File: config.mk
export PLATFORM = sky130hd
export DESIGN_NAME = pwm_timebase
export DESIGN_NICKNAME = d
export VERILOG_FILES = /design/src/rtl/ptb_pkg.sv /design/src/rtl/ptb_prescaler.sv /design/src/rtl/ptb_counter.sv /design/src/rtl/pwm_timebase.sv
export SDC_FILE = /design/constraint.sdc
export NUM_CORES = 1
export LEC_CHECK = 0
export ABC_AREA = 1
export BUFFER_PORTS_ARGS = -buffer_cell sky130_fd_sc_hd__buf_4
export CORE_UTILIZATION = 55
export DETAILED_ROUTE_END_ITERATION = 8
export GPL_TIMING_DRIVEN = 0
export PLACE_DENSITY = 0.8
export SLEW_MARGIN = 40
export SYNTH_ARGS = -nofsm -noshare
export SYNTH_HDL_FRONTEND = slang
export SYNTH_SLANG_ARGS = --single-unit
File: constraint.sdc
create_clock -name clk -period 2.3 [get_ports clk]
set_clock_uncertainty 0.1 [all_clocks]
set_input_delay 0.46 -clock clk [delete_from_list [all_inputs] [get_ports clk]]
set_output_delay 0.46 -clock clk [all_outputs]
set_load 0.05 [all_outputs]
File: src/rtl/ptb_pkg.sv
package ptb_pkg;

    typedef enum logic [1:0] {
        CS_STOP = 2'd0,
        CS_UP   = 2'd1,
        CS_DOWN = 2'd2
    } cnt_state_e;

    typedef enum logic [1:0] {
        WS_PSC = 2'd0,
        WS_PER = 2'd1,
        WS_CTL = 2'd2
    } wsel_e;

    // control byte, MSB first
    typedef struct packed {
        logic       src_ovf_only;  // 7
        logic       upd_off;       // 6
        logic       per_preload;   // 5
        logic [1:0] align;         // 4:3
        logic       dir_down;      // 2
        logic       one_shot;      // 1
        logic       run;           // 0
    } ctl_t;

endpackage

File: src/rtl/ptb_prescaler.sv
module ptb_prescaler #(
    parameter int PSC_W = 16
) (
    input  logic             clk,
    input  logic             rst_n,
    input  logic             run,
    input  logic             restart,
    input  logic [PSC_W-1:0] div,
    output logic             tick
);
    logic [PSC_W-1:0] pcnt;

    assign tick = run && !restart && (pcnt >= div);

    always_ff @(posedge clk or negedge rst_n) begin
        if (!rst_n)
            pcnt <= '0;
        else if (restart)
            pcnt <= '0;
        else if (run) begin
            if (pcnt >= div)
                pcnt <= '0;
            else
                pcnt <= pcnt + 1'b1;
        end
    end
endmodule

File: src/rtl/ptb_counter.sv
module ptb_counter
    import ptb_pkg::*;
#(
    parameter int CNT_W = 16
) (
    input  logic             clk,
    input  logic             rst_n,
    input  logic             run,
    input  logic             tick,
    input  logic             center,
    input  logic             dir_down,
    input  logic             load_ok,
    input  logic             reinit,
    input  logic [CNT_W-1:0] limit,
    input  logic [CNT_W-1:0] reload,
    output logic [CNT_W-1:0] cnt,
    output cnt_state_e       state,
    output logic             wrap
);
    cnt_state_e       st_nx;
    logic [CNT_W-1:0] cnt_nx;
    logic [CNT_W-1:0] eff;
    logic             edge_dn;

    assign eff     = load_ok ? reload : limit;
    assign edge_dn = !center && dir_down;

    always_comb begin
        st_nx  = state;
        cnt_nx = cnt;
        wrap   = 1'b0;
        if (reinit) begin
            cnt_nx = edge_dn ? reload : '0;
            st_nx  = !run ? CS_STOP : (edge_dn ? CS_DOWN : CS_UP);
        end else begin
            unique case (state)
                CS_STOP: begin
                    if (run) st_nx = edge_dn ? CS_DOWN : CS_UP;
                end
                CS_UP: begin
                    if (!run) st_nx = CS_STOP;
                    else if (tick) begin
                        if (cnt >= limit) begin
                            wrap = 1'b1;
                            if (center) begin
                                st_nx  = CS_DOWN;
                                cnt_nx = (eff == '0) ? '0 : eff - 1'b1;
                            end else begin
                                cnt_nx = dir_down ? eff : '0;
                                st_nx  = dir_down ? CS_DOWN : CS_UP;
                            end
                        end else
                            cnt_nx = cnt + 1'b1;
                    end
                end
                CS_DOWN: begin
                    if (!run) st_nx = CS_STOP;
                    else if (tick) begin
                        if (cnt == '0) begin
                            wrap = 1'b1;
                            if (center) begin
                                st_nx  = CS_UP;
                                cnt_nx = (eff == '0) ? '0 : {{(CNT_W-1){1'b0}}, 1'b1};
                            end else begin
                                cnt_nx = dir_down ? eff : '0;
                                st_nx  = dir_down ? CS_DOWN : CS_UP;
                            end
                        end else
                            cnt_nx = cnt - 1'b1;
                    end
                end
                default: st_nx = CS_STOP;
            endcase
        end
    end

    always_ff @(posedge clk or negedge rst_n) begin
        if (!rst_n) state <= CS_STOP;
        else        state <= st_nx;
    end

    always_ff @(posedge clk or negedge rst_n) begin
        if (!rst_n) cnt <= '0;
        else        cnt <= cnt_nx;
    end
endmodule

File: src/rtl/pwm_timebase.sv
module pwm_timebase
    import ptb_pkg::*;
#(
    parameter int               CNT_W      = 16,
    parameter int               PSC_W      = 16,
    parameter int               DW         = 16,
    parameter logic [CNT_W-1:0] DEF_PERIOD = '1
) (
    input  logic             clk,
    input  logic             rst_n,
    input  logic             wr_en,
    input  logic [1:0]       wr_sel,
    input  logic [DW-1:0]    wr_data,
    input  logic             sw_update,
    input  logic             flag_clr,
    output logic [CNT_W-1:0] cnt_val,
    output logic             cnt_down,
    output logic             update_evt,
    output logic             update_flag
);
    localparam int CTL_W = $bits(ctl_t);

    ctl_t             ctl_q, ctl_nx;
    logic [PSC_W-1:0] psc_pre, psc_act;
    logic [CNT_W-1:0] arr_pre, arr_act;
    logic             tick, wrap, ovf_evt, sw_evt, uev, flag_set;
    logic             ctl_wr, psc_wr, per_wr;
    cnt_state_e       state;

    assign ctl_wr   = wr_en && (wr_sel == WS_CTL);
    assign psc_wr   = wr_en && (wr_sel == WS_PSC);
    assign per_wr   = wr_en && (wr_sel == WS_PER);
    assign ovf_evt  = wrap && !ctl_q.upd_off;
    assign sw_evt   = sw_update && !ctl_q.upd_off;
    assign uev      = ovf_evt || sw_evt;
    assign flag_set = ovf_evt || (sw_evt && !ctl_q.src_ovf_only);

    always_comb begin
        ctl_nx = ctl_q;
        if (ctl_wr) begin
            ctl_nx = ctl_t'(wr_data[CTL_W-1:0]);
            if (ctl_q.run) ctl_nx.align = ctl_q.align;
        end else if (ovf_evt && ctl_q.one_shot)
            ctl_nx.run = 1'b0;
    end

    always_ff @(posedge clk or negedge rst_n) begin
        if (!rst_n) begin
            ctl_q       <= '0;
            psc_pre     <= '0;
            psc_act     <= '0;
            arr_pre     <= DEF_PERIOD;
            arr_act     <= DEF_PERIOD;
            update_evt  <= 1'b0;
            update_flag <= 1'b0;
        end else begin
            ctl_q <= ctl_nx;
            if (psc_wr) psc_pre <= wr_data[PSC_W-1:0];
            if (uev)    psc_act <= psc_pre;
            if (per_wr) arr_pre <= wr_data[CNT_W-1:0];
            if (per_wr && !ctl_q.per_preload) arr_act <= wr_data[CNT_W-1:0];
            else if (uev)                     arr_act <= arr_pre;
            update_evt <= uev;
            if (flag_set)      update_flag <= 1'b1;
            else if (flag_clr) update_flag <= 1'b0;
        end
    end

    ptb_prescaler #(.PSC_W(PSC_W)) u_psc (
        .clk(clk), .rst_n(rst_n), .run(ctl_q.run), .restart(sw_evt),
        .div(psc_act), .tick(tick)
    );

    ptb_counter #(.CNT_W(CNT_W)) u_cnt (
        .clk(clk), .rst_n(rst_n), .run(ctl_q.run), .tick(tick),
        .center(ctl_q.align != 2'b00), .dir_down(ctl_q.dir_down),
        .load_ok(!ctl_q.upd_off), .reinit(sw_evt),
        .limit(arr_act), .reload(arr_pre),
        .cnt(cnt_val), .state(state), .wrap(wrap)
    );

    assign cnt_down = (state == CS_DOWN);
endmodule

Word level (Yosys, flattened, before mapping)
Cells that the tools add are included.
{ "totals": {"output_inout_bits": 19, "word_cells": 113, "input_bits": 23, "register_bits": 108} }
{ "op_classes": {"order_cmp": 2, "n_addsub": 4, "bitwise_logic": 1, "muxes": 46, "n_reduce_logical": 31, "n_eq_ne": 13} }
{ "ops": {"columns": ["cell", "n"], "rows": [
  ["$mux W16", 18],
  ["$add A16 B1 Y16 const B", 2],
  ["$ge A16 B16 Y1", 2],
  ["$logic_not A16 Y1", 2],
  ["$pmux W16 S2", 1],
  ["$sub A16 B1 Y16 const B", 2],
  ["$mux W2", 13],
  ["$mux W1", 12],
  ["$logic_and A1 B1 Y1", 11],
  ["$reduce_and A5 Y1", 2],
  ["$reduce_bool A2 Y1", 5],
  ["$ne A3 B3 Y1 const B", 3],
  ["$ne A4 B2 Y1 const B", 2],
  ["$ne A3 B1 Y1 const B", 2],
  ["$pmux W2 S3", 1],
  ["$logic_not A1 Y1", 5],
  ["$eq A2 B1 Y1 const B", 2],
  ["$eq A2 B2 Y1 const B", 2],
  ["$logic_not A2 Y1", 2],
  ["$ne A4 B3 Y1 const B", 1],
  ["$ne A4 B4 Y1 const B", 1],
  ["$reduce_bool A3 Y1", 1],
  ["$logic_or A1 B1 Y1", 2],
  ["$pmux W1 S2", 1],
  ["2 further kinds", 2]
]} }

Longest topological paths before layout
{ "logic_depth": {"ltp_word": 13, "depth_mapped": 18, "ltp_nobuf": 18} }

By module
A second synthesis with hierarchy kept.
{ "hier_totals": {"hier_cells": 1245, "area_unflattened_um2": 8241.7} }
{ "modules_own_cells": {"columns": ["mod", "area_each_um2", "instances", "cells_each", "seq_area_each_um2"], "rows": [
  ["ptb_counter", 3628.5, 1, 652, 450.4],
  ["pwm_timebase", 3074.2, 1, 354, 1891.8],
  ["ptb_prescaler", 1539.0, 1, 239, 400.4]
]} }

Worst setup path before layout
No wires, ideal clock.
{ "synth_path": {"path_kind": "reg-to-reg", "startpoint": "reg u_cnt.cnt[0]", "endpoint": "reg psc_act[1]", "synth_period_minus_slack_ns": 2.615, "required_time_ns": 2.082, "path_buffers": 2, "arrival_time_ns": 2.397, "setup_slack_ns": -0.315, "setup_time_ns": 0.118, "stages_incl_launch_ff": 17, "path_cell_list": "dfrtp_1 -> inv_1 -> ha_1 -> nand2_1 -> nand3_1 -> nand2_1 -> nand2_1 -> nand2_1 -> nand2_1 -> nand2_1 -> nand3_2 -> nand4_4 -> nand2_4 -> buf_8 -> buf_12 -> nand2_2 -> o21ai_2"} }
{ "synth_via": {"elab_chain_len": 8, "word_cells_on_any_way": 12, "classes_between": "order compare (1); mux (8); reduce/logical (3)"} }
{ "synth_rtl": {"columns": ["element", "line_no", "rtl"], "rows": [
  ["start: declaration", "ptb_counter.sv:16", "output logic [CNT_W-1:0] cnt,"],
  ["start signal: assignment", "ptb_counter.sv:84", "else cnt <= cnt_nx;"],
  ["$ge A16 B16 Y1 / $logic_not A16 Y1 (equally long branches)", "ptb_counter.sv:43, ptb_counter.sv:59", null],
  ["$mux W1, on equally long branches", "ptb_counter.sv:43, ptb_counter.sv:59", null],
  ["$mux W1, on equally long branches", "ptb_counter.sv:42, ptb_counter.sv:58", null],
  ["$mux W1, on equally long branches", "ptb_counter.sv:41, ptb_counter.sv:57", null],
  ["$pmux W1 S2 *", "ptb_counter.sv:36", "unique case (state)"],
  ["$mux W1 *", "ptb_counter.sv:32", "if (reinit) begin"],
  ["$logic_and A1 B1 Y1 *", "pwm_timebase.sv:33", "assign ovf_evt = wrap && !ctl_q.upd_off;"],
  ["$logic_or A1 B1 Y1 *", "pwm_timebase.sv:35", "assign uev = ovf_evt || sw_evt;"],
  ["end signal: assignment", "pwm_timebase.sv:59", "if (uev) psc_act <= psc_pre;"],
  ["end: declaration", "pwm_timebase.sv:24", "logic [PSC_W-1:0] psc_pre, psc_act;"]
]} }
Mark *: on every way between the ends. The rest lies on a longest branch, timed or not.
A chain may end at the register's enable or synchronous reset.

Final worst setup path
{ "layout_path": {"startpoint": "reg arr_act[9]", "endpoint": "reg psc_act[8]"} }
{ "layout_via": {"elab_chain_len": 8} }
{ "layout_rtl": {"columns": ["element", "line_no", "rtl"], "rows": [
  ["start: declaration", "pwm_timebase.sv:25", "logic [CNT_W-1:0] arr_pre, arr_act;"],
  ["start signal: assignment", "pwm_timebase.sv:61", "if (per_wr && !ctl_q.per_preload) arr_act <= wr_data[CNT_W-1:0];"],
  ["start signal: assignment", "pwm_timebase.sv:62", "else if (uev) arr_act <= arr_pre;"],
  ["$ge A16 B16 Y1", "ptb_counter.sv:43", "if (cnt >= limit) begin"],
  ["$mux W1", "ptb_counter.sv:43", null],
  ["$mux W1", "ptb_counter.sv:42", "else if (tick) begin"],
  ["$mux W1", "ptb_counter.sv:41", "if (!run) st_nx = CS_STOP;"],
  ["$pmux W1 S2", "ptb_counter.sv:36", null],
  ["$mux W1", "ptb_counter.sv:32", null],
  ["$logic_and A1 B1 Y1", "pwm_timebase.sv:33", null],
  ["$logic_or A1 B1 Y1", "pwm_timebase.sv:35", null]
]} }
No other way between the ends.

==> impl_metrics.ini <==
[clocking]
htree_levels = 3
numCtsBuffers = 9
cts_max_path_buffers = 2
cts_root_buffer = clkbuf_16
clkSlewWorstSetupHoldPaths_ns = 0.08
clkSinkCount = 108
clk_latency_ns = 0.36
cts_tree = yes

[synth]
synth_top_area_cell = dfrtp_1
synth_seq_area_share = 0.341
yosysMostFrequentCell = nand2_1
synthArstFlopShare = 1.00
yosysTopAreaCellShare = 0.236
synth_nets = 1227
synth_ff_type = dfrtp_1
yosys-top-cells-count = 352 x nand2_1, 140 x inv_1, 129 x nor2_1, 85 x o21ai_0, 76 x dfrtp_1
synth_area_um2 = 8050
synth_cell_types = 48
netlist_instances = 1163
yosys-top-cells-area = dfrtp_1 24%, nand2_1 16%, dfstp_2 10%
avgSynthCellArea_um2 = 6.92
synth_seq_cells = 108
synth_edf_count = 0
ys_warn_count = 0

[routing]
drtAntennaViolNets = 0
detail_route.wirelength_um = 25800
routedWlPerCell_um = 17.7
vias_per_cell = 5.75
firstDrtPassIters = 7
via_count = 8377
route.detailed.drc = 0
drtIter0Drc = 851

[timing]
hold_violations = 0
finalCritPeriodShare = 1.05
setup_viol = 60
maxSlewHeadroom = 0.477
setup_ws_ns = -0.104
rsz0062_at_grt = yes
tightestPinTransition_ns = 0.777
fmax_mhz = 416
drv_slew = 0
fin_setup_tns_ns = -3.42
whs_ns = 0.233
period_needed_ns = 2.40

[setup_path]
reg2reg_depth = 12
r2r-start = arr_act[9]
r2r_end = psc_act[8]
critPathLaunchType = flip-flop
end_kind = flip-flop
worstPathRequired_ns = 2.48
critPathMaxFanout = 6
crit_arrival_ns = 2.59
rrSetupSlack_ns = -0.10
critical_path_class = flip-flop to flip-flop

[placement]
dp_hpwl_um = 17700
io_buffers = 41
gp_congestion = 0.946
pre_cts_ws_ns = -0.464

[grt]
grt-ovfl-total = 0
grt_pass1_vias = 7571
grt_pass1_wl_um = 38700
track_usage = 0.337
grt_max_degree = 109
antenna_found_initial = 0

[floorplan]
core_area_um2 = 14100
io_pins = 42
die-area_um2 = 15100
die_w_um = 123
rows = 43
die_h_um = 123
start_util = 0.571

[layout]
num-nets-final = 1338
diodes = 0
n_fill_cell = 1116
areaGrowthSynthToFinish_pct = 25.9
layout-drive-gt1-share = 0.303
finish.utilization = 0.719

[status]
violations = negative setup slack
status = complete, but fails checks

[hold_path]
holdPathStages = 2
worstHoldEndpoint = update_flag
hp-class = input pin to flip-flop
worstHoldStart = flag_clr

[run]
maxCapViolCount = 0

[power_and_ir_drop]
p_leak_nw = 4.84
ir_drop_v = 0.000790
totalPowerFinal_mw = 12.2
powerDensity_nw_per_um2 = 1200
[registers in the layout, indices dropped and copies added (netlist names)]
name and count:
u_cnt.state 2, arr_act 16, update_flag 1, psc_pre 16, u_cnt.cnt 16, psc_act 16, u_psc.pcnt 16, ctl_q 8
arr_pre 16, update_evt 1
[logic make-up after synthesis]
logic type,after synthesis,synth area share
xor+xnor,28,0.0305
fa+ha+maj,41,0.0637
simple gates,612,0.328
compound gates,180,0.126
buf+inv,186,0.100
mux,8,0.0112
flops,108,0.341
[critical path: stages, from the launching register on]
cell	delay, ns
dfstp_2	0.58
inv_2	0.05
ha_4	0.27
nand2_4	0.05
nor4_4	0.36
nand2_4	0.14
nand3_4	0.11
nand4_4	0.13
nand2_8	0.13
buf_6	0.13
buf_8	0.12
nand2_2	0.07
o21ai_2	0.07
[how the worst max path moves through the flow]
| stage | to | slack [ns] | startpoint | cells after the start |
|---|---|---|---|---|
| after CTS | psc_act[15] | -0.09 | arr_act[9] | 12 |
| after global placement | arr_act[12] | -0.40 | arr_act[9] | 12 |
| after global routing | u_cnt.cnt[15] | -0.21 | psc_act[11] | 15 |
| after detailed placement | arr_act[12] | -0.46 | arr_act[7] | 15 |
| final | psc_act[8] | -0.10 | arr_act[9] | 12 |
| after floorplan | psc_act[1] | 0.0007 | u_cnt.cnt[10] | 11 |
[routing by layer]
layer,GRT usage,vias to the layer above,wire (um)
met4,0.112,0,657
met2,0.517,433,11800
met5,0,-,0
met1,0.485,3928,11200
met3,0.0512,69,2140
li1,-,3947,-
[cell usage in the layout, fill, tap and decap left out, types with 4 or more instances in the layout]
master	netlist	final
nor2_1	129	115
nand2_2	15	57
xnor2_1	4	4
buf_4	4	88
buf_8	1	6
inv_2	2	14
clkbuf_1	17	16
a21oi_2	0	15
dfrtp_2	0	13
dfstp_2	32	32
nor3_1	14	13
mux2_2	8	8
buf_12	2	4
clkbuf_16	0	9
buf_2	11	5
inv_1	140	124
ha_1	41	29
o22ai_1	29	29
nand3_1	61	50
nand2_4	1	9
buf_6	4	14
nand3_2	4	13
nand2_1	352	300
a21oi_1	38	22
nor2_4	5	8
nor2_2	5	16
o21ai_0	85	63
ha_4	0	11
o21ai_1	7	13
dfrtp_1	76	62
xor2_1	24	24
o21ai_2	10	26
nand4_1	13	13
[area by class of cell]
cell class / count / area, um2 / share of cell area
Buffer: 40 / 309 / 0.0305
Clock buffer: 10 / 229 / 0.0226
Clock inverter: 5 / 37.5 / 0.00370
Inverter: 146 / 576 / 0.0568
Multi-Input combinational cell: 869 / 5120 / 0.505
Sequential cell: 108 / 2760 / 0.273
Tap cell: 180 / 225 / 0.0222
Timing Repair Buffer: 100 / 876 / 0.0864
[stage by stage]
| stage | area, um2 | instances |
|---|---|---|
| 2_1_floorplan | 8110 | 1163 |
| 3_3_place_gp | 8640 | 1384 |
| 3_5_place_dp | 8650 | 1384 |
| 4_1_cts | 9590 | 1430 |
| 5_1_grt | 10100 | 1458 |
| 6_report | 10100 | 1458 |
[repair_timing]
action	CTS	global route
resized for setup	114	105
hold buffers	0	1
hold endpoints to repair	0	27
pin swaps	26	35
buffers inserted	27	27
setup endpoints to repair	65	63
cloned	4	1
[power breakdown]
| part | switching (mW) | total (mW) | internal, mW |
|---|---|---|---|
| logic | 4.79 | 7.67 | 2.88 |
| registers | 0.510 | 2.98 | 2.47 |
| clock network | 0.764 | 1.50 | 0.739 |
| total | 6.06 | 12.2 | 6.09 |
Power figures use the tool's default switching activity.
